### src/rtl/ecm_pkg.sv
package ecm_pkg;

  // Controller state for one center computation
  typedef enum logic [1:0] {
    ECM_IDLE = 2'd0,
    ECM_RUN  = 2'd1,
    ECM_DONE = 2'd2
  } ecm_state_e;

endpackage

### src/rtl/ecm_mul_pipe.sv
// Two register stages of the product path: operand capture, then product.
// The accumulator that follows forms the third stage.
module ecm_mul_pipe #(
  parameter int MU_W  = 24,
  parameter int X_W   = 18,
  parameter int ACC_W = 48
) (
  input  logic             clk,
  input  logic             rst_n,
  input  logic             in_valid,
  input  logic [MU_W-1:0]  mu,
  input  logic [X_W-1:0]   x,
  output logic             s1_valid,
  output logic             prod_valid,
  output logic [ACC_W-1:0] prod
);

  localparam int MUX_W = MU_W + 1;
  localparam int P_W   = MUX_W + X_W;
  localparam int EXT_W = ACC_W - P_W;

  logic signed [MUX_W-1:0] mu_r;
  logic signed [X_W-1:0]   x_r;
  logic signed [P_W-1:0]   p_w;

  always_ff @(posedge clk or negedge rst_n) begin
    if (!rst_n) begin
      s1_valid   <= 1'b0;
      prod_valid <= 1'b0;
    end else begin
      s1_valid   <= in_valid;
      prod_valid <= s1_valid;
    end
  end

  // coefficient widened by one sign bit before the multiply
  always_ff @(posedge clk) begin
    if (in_valid) begin
      mu_r <= {mu[MU_W-1], mu};
      x_r  <= x;
    end
  end

  assign p_w = mu_r * x_r;

  always_ff @(posedge clk) begin
    if (s1_valid) begin
      prod <= {{EXT_W{p_w[P_W-1]}}, p_w};
    end
  end

endmodule

### src/rtl/ecm_accum.sv
module ecm_accum #(
  parameter int ACC_W       = 48,
  parameter bit PRELOAD_RAW = 1'b1
) (
  input  logic             clk,
  input  logic             rst_n,
  input  logic             load,
  input  logic [ACC_W-1:0] preload,
  input  logic             add_valid,
  input  logic [ACC_W-1:0] addend,
  output logic [ACC_W-1:0] acc
);

  logic [ACC_W-1:0] init_val;

  // The stored sum is always un-negated; a preload that is already a
  // center is flipped on entry.
  generate
    if (PRELOAD_RAW) begin : g_raw
      assign init_val = preload;
    end else begin : g_neg
      assign init_val = {ACC_W{1'b0}} - preload;
    end
  endgenerate

  always_ff @(posedge clk or negedge rst_n) begin
    if (!rst_n) begin
      acc <= '0;
    end else if (load) begin
      acc <= init_val;
    end else if (add_valid) begin
      acc <= acc + addend;
    end
  end

endmodule

### src/rtl/ecm_round.sv
// Negation, range test, round-half-up and direction, all combinational.
module ecm_round #(
  parameter int ACC_W  = 48,
  parameter int FRAC_W = 24,
  parameter int INT_W  = 12,
  parameter int X_W    = 18
) (
  input  logic [ACC_W-1:0]        acc,
  output logic [FRAC_W+INT_W-1:0] center,
  output logic [X_W-1:0]          coord,
  output logic                    dir_up,
  output logic                    ovf
);

  localparam int C_W = FRAC_W + INT_W;
  localparam int N_W = ACC_W + 1;
  localparam int R_W = C_W + 1;
  localparam int K_W = INT_W + 1;
  localparam int H_W = N_W - C_W + 1;

  logic [N_W-1:0] neg;
  logic [H_W-1:0] head;
  logic [R_W-1:0] cext;
  logic [K_W-1:0] kint;

  assign neg    = {N_W{1'b0}} - {acc[ACC_W-1], acc};
  assign head   = neg[N_W-1:C_W-1];
  assign ovf    = !((&head) || !(|head));
  assign center = neg[C_W-1:0];
  assign cext   = {center[C_W-1], center};

  // floor of the center plus the half bit gives the nearest integer
  assign kint   = cext[R_W-1:FRAC_W] + K_W'(cext[FRAC_W-1]);
  assign coord  = {{(X_W-K_W){kint[K_W-1]}}, kint};
  assign dir_up = $signed({kint, {FRAC_W{1'b0}}}) > $signed(cext);

endmodule

### src/rtl/ecm_ctrl.sv
module ecm_ctrl
  import ecm_pkg::*;
#(
  parameter int CNT_W = 7
) (
  input  logic             clk,
  input  logic             rst_n,
  input  logic             start,
  input  logic [CNT_W-1:0] count,
  output logic             start_ready,
  input  logic             op_valid,
  output logic             op_ready,
  input  logic             pipe_busy,
  output logic             load,
  output logic             accept,
  output logic             capture,
  output logic             res_valid,
  input  logic             res_ready
);

  ecm_state_e       state;
  logic [CNT_W-1:0] left;

  assign start_ready = (state == ECM_IDLE);
  assign op_ready    = (state == ECM_RUN) && (left != '0);
  assign accept      = op_valid && op_ready;
  assign load        = start && start_ready;
  assign capture     = (state == ECM_RUN) && (left == '0) && !pipe_busy;
  assign res_valid   = (state == ECM_DONE);

  always_ff @(posedge clk or negedge rst_n) begin
    if (!rst_n) begin
      state <= ECM_IDLE;
      left  <= '0;
    end else begin
      unique case (state)
        ECM_IDLE: begin
          if (load) begin
            state <= ECM_RUN;
            left  <= count;
          end
        end
        ECM_RUN: begin
          if (accept) left <= left - 1'b1;
          if (capture) state <= ECM_DONE;
        end
        ECM_DONE: begin
          if (res_ready) state <= ECM_IDLE;
        end
        default: state <= ECM_IDLE;
      endcase
    end
  end

endmodule

### src/rtl/enum_center_mac.sv
module enum_center_mac #(
  parameter int MU_W        = 24,
  parameter int X_W         = 18,
  parameter int ACC_W       = 48,
  parameter int INT_W       = 12,
  parameter int CNT_W       = 7,
  parameter bit PRELOAD_RAW = 1'b1
) (
  input  logic                   clk,
  input  logic                   rst_n,
  input  logic                   start,
  output logic                   start_ready,
  input  logic [CNT_W-1:0]       term_count,
  input  logic [ACC_W-1:0]       preload,
  input  logic                   op_valid,
  output logic                   op_ready,
  input  logic [MU_W-1:0]        op_mu,
  input  logic [X_W-1:0]         op_x,
  output logic                   res_valid,
  input  logic                   res_ready,
  output logic [MU_W+INT_W-1:0]  res_center,
  output logic [X_W-1:0]         res_coord,
  output logic                   res_dir_up,
  output logic                   res_ovf
);

  localparam int FRAC_W = MU_W;
  localparam int C_W    = FRAC_W + INT_W;

  logic             load, accept, capture;
  logic             s1_valid, prod_valid;
  logic [ACC_W-1:0] prod, acc;
  logic [C_W-1:0]   nx_center;
  logic [X_W-1:0]   nx_coord;
  logic             nx_dir, nx_ovf;

  ecm_ctrl #(.CNT_W(CNT_W)) u_ctrl (
    .clk        (clk),
    .rst_n      (rst_n),
    .start      (start),
    .count      (term_count),
    .start_ready(start_ready),
    .op_valid   (op_valid),
    .op_ready   (op_ready),
    .pipe_busy  (s1_valid | prod_valid),
    .load       (load),
    .accept     (accept),
    .capture    (capture),
    .res_valid  (res_valid),
    .res_ready  (res_ready)
  );

  ecm_mul_pipe #(.MU_W(MU_W), .X_W(X_W), .ACC_W(ACC_W)) u_mul (
    .clk       (clk),
    .rst_n     (rst_n),
    .in_valid  (accept),
    .mu        (op_mu),
    .x         (op_x),
    .s1_valid  (s1_valid),
    .prod_valid(prod_valid),
    .prod      (prod)
  );

  ecm_accum #(.ACC_W(ACC_W), .PRELOAD_RAW(PRELOAD_RAW)) u_acc (
    .clk      (clk),
    .rst_n    (rst_n),
    .load     (load),
    .preload  (preload),
    .add_valid(prod_valid),
    .addend   (prod),
    .acc      (acc)
  );

  ecm_round #(.ACC_W(ACC_W), .FRAC_W(FRAC_W), .INT_W(INT_W), .X_W(X_W)) u_rnd (
    .acc   (acc),
    .center(nx_center),
    .coord (nx_coord),
    .dir_up(nx_dir),
    .ovf   (nx_ovf)
  );

  // result register, loaded once the pipeline is empty
  always_ff @(posedge clk or negedge rst_n) begin
    if (!rst_n) begin
      res_center <= '0;
      res_coord  <= '0;
      res_dir_up <= 1'b0;
      res_ovf    <= 1'b0;
    end else if (capture) begin
      res_center <= nx_center;
      res_coord  <= nx_coord;
      res_dir_up <= nx_dir;
      res_ovf    <= nx_ovf;
    end
  end

endmodule

### config.mk
export PLATFORM = sky130hd
export DESIGN_NAME = enum_center_mac
export DESIGN_NICKNAME = d
export VERILOG_FILES = /design/src/rtl/ecm_pkg.sv /design/src/rtl/ecm_mul_pipe.sv /design/src/rtl/ecm_accum.sv /design/src/rtl/ecm_round.sv /design/src/rtl/ecm_ctrl.sv /design/src/rtl/enum_center_mac.sv
export SDC_FILE = /design/constraint.sdc
export NUM_CORES = 2
export LEC_CHECK = 0
export ABC_AREA = 1
export BUFFER_PORTS_ARGS = -buffer_cell sky130_fd_sc_hd__buf_2
export CAP_MARGIN = 10
export CORE_MARGIN = 3
export CORE_UTILIZATION = 50
export CTS_CLUSTER_DIAMETER = 50
export CTS_CLUSTER_SIZE = 28
export DETAILED_ROUTE_END_ITERATION = 12
export PLACE_DENSITY = 0.67
export SYNTH_ARGS = -nofsm -noshare
export SYNTH_HDL_FRONTEND = slang
export SYNTH_SLANG_ARGS = --single-unit
### constraint.sdc
create_clock -name clk -period 17.6 [get_ports clk]
set_clock_uncertainty 0.2 [all_clocks]
set_input_delay 0.88 -clock clk [delete_from_list [all_inputs] [get_ports clk]]
set_output_delay 0.88 -clock clk [all_outputs]
set_load 0.02 [all_outputs]
# [Word-level counts from Yosys, hierarchy flattened]
# Index checks and enable logic that the tools add are counted.
[op_classes] multipliers=1 n_lt_le_gt_ge=1 n_bitwise=1 muxes=9 n_reduce_logical=18 n_eq_ne=6 add_sub_neg=4
[ops] operator="$mux 48" n=2
[ops] operator="$sub 1x48->49 const A" n=1
[ops] operator="$add 48x48->48" n=1
[ops] operator="$mul 24x18->42" n=1
[ops] operator="$gt 37x36->1" n=1
[ops] operator="$mux 7" n=2
[ops] operator="$pmux 7 s2" n=1
[ops] operator="$reduce_and 14->1" n=1
[ops] operator="$reduce_or 14->1" n=1
[ops] operator="$add 12x2->13" n=1
[ops] operator="$logic_not 7->1" n=1
[ops] operator="$reduce_bool 7->1" n=1
[ops] operator="$sub 7x1->7 const B" n=1
[ops] operator="$mux 2" n=3
[ops] operator="$pmux 2 s3" n=1
[ops] operator="$reduce_and 3->1" n=2
[ops] operator="$logic_and 1x1->1" n=5
[ops] operator="$ne 2x1->1 const B" n=2
[ops] operator="$ne 2x2->1 const B" n=2
[ops] operator="$reduce_bool 2->1" n=2
[ops] operator="$logic_not 1->1" n=3
[ops] operator="$eq 2x1->1 const B" n=1
[ops] operator="$eq 2x2->1 const B" n=1
[ops] operator="$logic_not 2->1" n=1
[ops] operator="2 further kinds" n=2
[totals] regBits=194 out_inout_bits=59 wordCells=52 in_bits=102

# [Longest topological paths before layout]
[logic_depth] ltp_word=5 mapped_depth=29 ltp_nobuf=28

# [Modules after synthesis]
# Synthesis repeated with hierarchy kept, for this count alone.
[hier_totals] hier_cells=4256 area_unflattened_um2=30878.4
[modules_own_cells] mod="ecm_mul_pipe" seq_area_each_um2=2572.5 area_each_um2=19437.4 cells_per_inst=2365 n_inst=1
[modules_own_cells] mod="ecm_accum" seq_area_each_um2=1201.2 area_each_um2=6107.1 cells_per_inst=1093 n_inst=1
[modules_own_cells] mod="ecm_round" seq_area_each_um2=0.0 area_each_um2=2481.1 cells_per_inst=471 n_inst=1
[modules_own_cells] mod="enum_center_mac" seq_area_each_um2=1401.3 area_each_um2=2157.1 cells_per_inst=238 n_inst=1
[modules_own_cells] mod="ecm_ctrl" seq_area_each_um2=225.2 area_each_um2=695.7 cells_per_inst=89 n_inst=1

# [Least setup slack after synthesis]
# Ideal clock, no wire load.
[synth_path] path_kind="register to register" from="reg, netlist name u_mul.mu_r[23]" to="reg u_mul.prod[40] (data pin)" period_less_slack_ns=6.419 stages_incl_launch_ff=27 path_slack_ns=11.181 required_time_ns=17.142 arrival_time_ns=5.961 setup_ns=0.258 cell_sequence="edfxtp_1 clkbuf_1 clkbuf_1 nand2_1 inv_1 fa_1 inv_1 fa_1 inv_1 ha_1 inv_1 fa_1 inv_1 fa_1 inv_1 fa_1 inv_1 ha_1 nand2_1 nor2_1 inv_1 nor4_1 nand3_1 nand3_1 nand3_1 nand2_1 xor2_1"
[synth_between] elab_chain_cells=1
[synth_lines] element="$mul 24x18->42" line="ecm_mul_pipe.sv:44" source="assign p_w = mu_r * x_r;"
[synth_lines] element="net u_mul.p_w[40]" line="ecm_mul_pipe.sv:24" source="logic signed [P_W-1:0] p_w;"
[synth_lines] element="end signal, assigned" line="ecm_mul_pipe.sv:48" source="prod <= {{EXT_W{p_w[P_W-1]}}, p_w};"
[synth_lines] element="end, declared" line="ecm_mul_pipe.sv:15" source="output logic [ACC_W-1:0] prod"
# The timed path passes the listed nets, and every way through them passes these cells.
# A chain may end at the register's enable or synchronous reset.

# [Worst setup path after layout]
[layout_path] from="reg u_mul.x_r[7]" to="reg, netlist name u_mul.prod[41]"
[layout_between] elab_chain_cells=1
[layout_lines] element="start, declared" line="ecm_mul_pipe.sv:23" source="logic signed [X_W-1:0] x_r;"
[layout_lines] element="start signal, assigned" line="ecm_mul_pipe.sv:40" source="x_r <= x;"
[layout_lines] element="$mul 24x18->42" line="ecm_mul_pipe.sv:44"
[layout_lines] element="net u_mul.p_w[41]" line="ecm_mul_pipe.sv:24"
# The timed path passes the listed nets, and every way through them passes these cells.

==> flow_summary.json <==
{
  "post_cts_buffers": 0,
  "cp_max_fo": 24,
  "post_synth_xor_area_fraction_pct": 3.12,
  "synth_top_area_cell": "fa_1",
  "maxSlewHeadroom_pct": 26.4,
  "drt_pass1_iterations": 8,
  "area_delta_synth_final_pct": 7.21,
  "cts_hold_buf": 0,
  "dieArea_um2": 59100,
  "setup_viol": 0,
  "cts.sinks": 194,
  "synth_edf_count": 84,
  "setup_tns_ns": 0,
  "cts_buffers": 17,
  "fin_crit_sh_pct": 41.2,
  "global_route.usage.total_pct": 26.1,
  "timing_hold_violations_final": 0,
  "post_drt_wl_per_cell_um": 16.8,
  "crit_path_frequent_cell": "nand2_1",
  "syn_area_um2": 28100,
  "initial_utilization_pct": 50.8,
  "min_period_ns": 7.25,
  "muxShareOfSynthArea_pct": 0,
  "antenna_found_initial": 0,
  "viasPerCell": 5.08,
  "yosys.area_share.simple_pct": 18.6,
  "grt_overflow_total": 0,
  "yosysUniqueCellTypes": 49,
  "multiInputGateArea_um2": 19100,
  "rows": 86,
  "maxCapViolCount": 0,
  "crit_required_ns": 17.66,
  "drv_slew": 0,
  "ant_nets": 0,
  "io_buffers": 160,
  "cp-start-kind": "register",
  "seqCellArea_um2": 5280,
  "min_path_type": "in -> async",
  "die_w_um": 243,
  "synthFlopType": "dfrtp_1",
  "synth_area_leaders": "fa_1 30%, inv_1 12%, nand2_1 11%, dfrtp_1 9.8%, edfxtp_1 9.0%",
  "path_class": "reg -> reg",
  "max_stage_delay_ns": 0.98,
  "syn_inst": 3592,
  "dp_hpwl_um": 61500,
  "fmax_mhz": 138,
  "clock_path_buffers": 2,
  "synth.most_common_cell": "inv_1",
  "drive_above_1_share_pct": 6.97,
  "netlist_top_cells_count": "876 x inv_1, 838 x nand2_1, 426 x fa_1",
  "grt_pass1_vias": 23400,
  "synth_top_family_by_area": "adder cells",
  "gp_congestion": 0.969,
  "rsz0062_at_grt": "no",
  "drcViolationCount": 0,
  "grt_max_degree": 83,
  "cts_root_buf": "clkbuf_16",
  "dp_slack_ns": 10.31,
  "wirelength_um": 74300,
  "crit_arrival_ns": 7.30,
  "dr.first_iter.drc_count": 1389,
  "tritoncts": "built",
  "fin_nets": 4355,
  "clk_latency_ns": 0.50,
  "yosysSeqAreaShare_pct": 18.8,
  "worstPathCellList": "nand2_1 -> fa_1 -> inv_1 -> fa_1 -> fa_1 -> fa_1 -> fa_1 -> inv_1 -> fa_1 -> inv_1 -> ha_1 -> nand2_1 -> nor4_1 -> nand4_1 -> nand2_1 -> nand2_1 -> nand2_1 -> nand2_1 -> nand2_1 -> xor2_1",
  "coreArea_um2": 55300,
  "status": "complete, no violations",
  "vias": 22500,
  "synth_fa_ha_area_share_pct": 37.7,
  "async_reset_ff_share_pct": 56.7,
  "antenna_cells": 0,
  "cp-end-kind": "register",
  "clk_pin_slew_ns": 0.09,
  "fill_cells": 5355,
  "crit_buf_inv": 3,
  "yosysWarnings": 0,
  "synth_top_cell_area_share_pct": 30.4,
  "synth-compound-area-share_pct": 8.37,
  "syn_nets": 4285,
  "ys_seq_elements": 194,
  "fin_ws_ns": 10.35,
  "cts_resized": 0,
  "grt_pass1_wl_um": 122000,
  "max_slew.worst_pin.slew_ns": 1.10,
  "synth_area_per_cell_um2": 7.82,
  "critPathTopFamily": "adder cells",
  "slowest_stage": "edfxtp_1",
  "num_io_pins": 161,
  "htreeDepth": 4,
  "die_h_um": 243
}
==> area by class of cell <==
cell class              count  share of cell area, %
inverters                 878                   10.9
clock buffers              18                   1.50
well taps                 748                   3.11
repair buffers            173                   2.99
clock inverters            14                  0.685
flip-flops and latches    194                   17.5
multi-input cells        2398                   63.3
==> layer usage <==
metal	vias up	track usage [%]	wire length, µm
met5	-	0	0
met4	0	8.66	2390
met3	116	4.44	4540
met2	699	43.6	34800
met1	10700	34.6	32600
li1	10900	-	-
==> through the flow <==
step           hold WS, ns  instance area [µm²]  util [%]  instances
2_1_floorplan        0.265                28100         -       3592
3_3_place_gp         0.248                29500      53.3       4391
3_5_place_dp         0.253                29500      53.3       4391
4_1_cts              0.188                30100      54.5       4423
5_1_grt              0.230                30100      54.5       4423
6_report             0.188                30100      54.5       4423
==> worst reg2reg max path: cells and delay by family, from the launching register on <==
kind	cells	cell delay, ns
xor+xnor	1	0.06
simple gates	9	1.69
flops	1	0.98
buf+inv	3	0.17
fa+ha+maj	7	3.91
==> sequential cells by signal, indices dropped and copies added, names as in the netlist <==
signal / count
u_acc.acc: 48
u_mul.prod: 42
res_center: 36
u_mul.mu_r: 24
u_mul.x_r: 18
res_coord: 13
u_ctrl.left: 7
u_ctrl.state: 2
res_dir_up: 1
res_ovf: 1
u_mul.prod_valid: 1
u_mul.s1_valid: 1
==> final timing paths <==
kind,from,end,slack (ns),depth (start not counted)
hold / removal,rst_n,res_center[1],0.19,1
setup reg to reg,u_mul.x_r[7],u_mul.prod[41],10.35,20
min in group clk,res_center[16],res_center[16],0.27,2
hold reg to reg,res_center[16],res_center[16],0.27,2
max in group asynchronous,rst_n,u_mul.s1_valid,15.80,2
setup / recovery,u_mul.x_r[7],u_mul.prod[41],10.35,20
==> layout by cell type (no fill, tap or decap), types with 84 or more instances in the layout <==
| cell | count |
|---|---|
| nor2_1 | 266 |
| edfxtp_1 | 84 |
| nand3_1 | 89 |
| inv_1 | 873 |
| o21ai_0 | 164 |
| buf_2 | 159 |
| nand2_1 | 837 |
| dfrtp_1 | 109 |
| fa_1 | 426 |
| ha_1 | 165 |
| a21oi_1 | 120 |
==> logic make-up (layout without fill, tap and decap cells) <==
family | Yosys count | in the layout
AO/OA/AOI/OAI | 417 | 417
XOR/XNOR | 100 | 100
adder cells (fa/ha/maj) | 591 | 591
buffers and inverters | 1000 | 1083
flip-flops | 194 | 194
AND/OR/NAND/NOR | 1290 | 1290
Power is left out: the tool's default activity adds up to more than one toggle a clock period on the data nets, which glitch-free logic cannot reach.
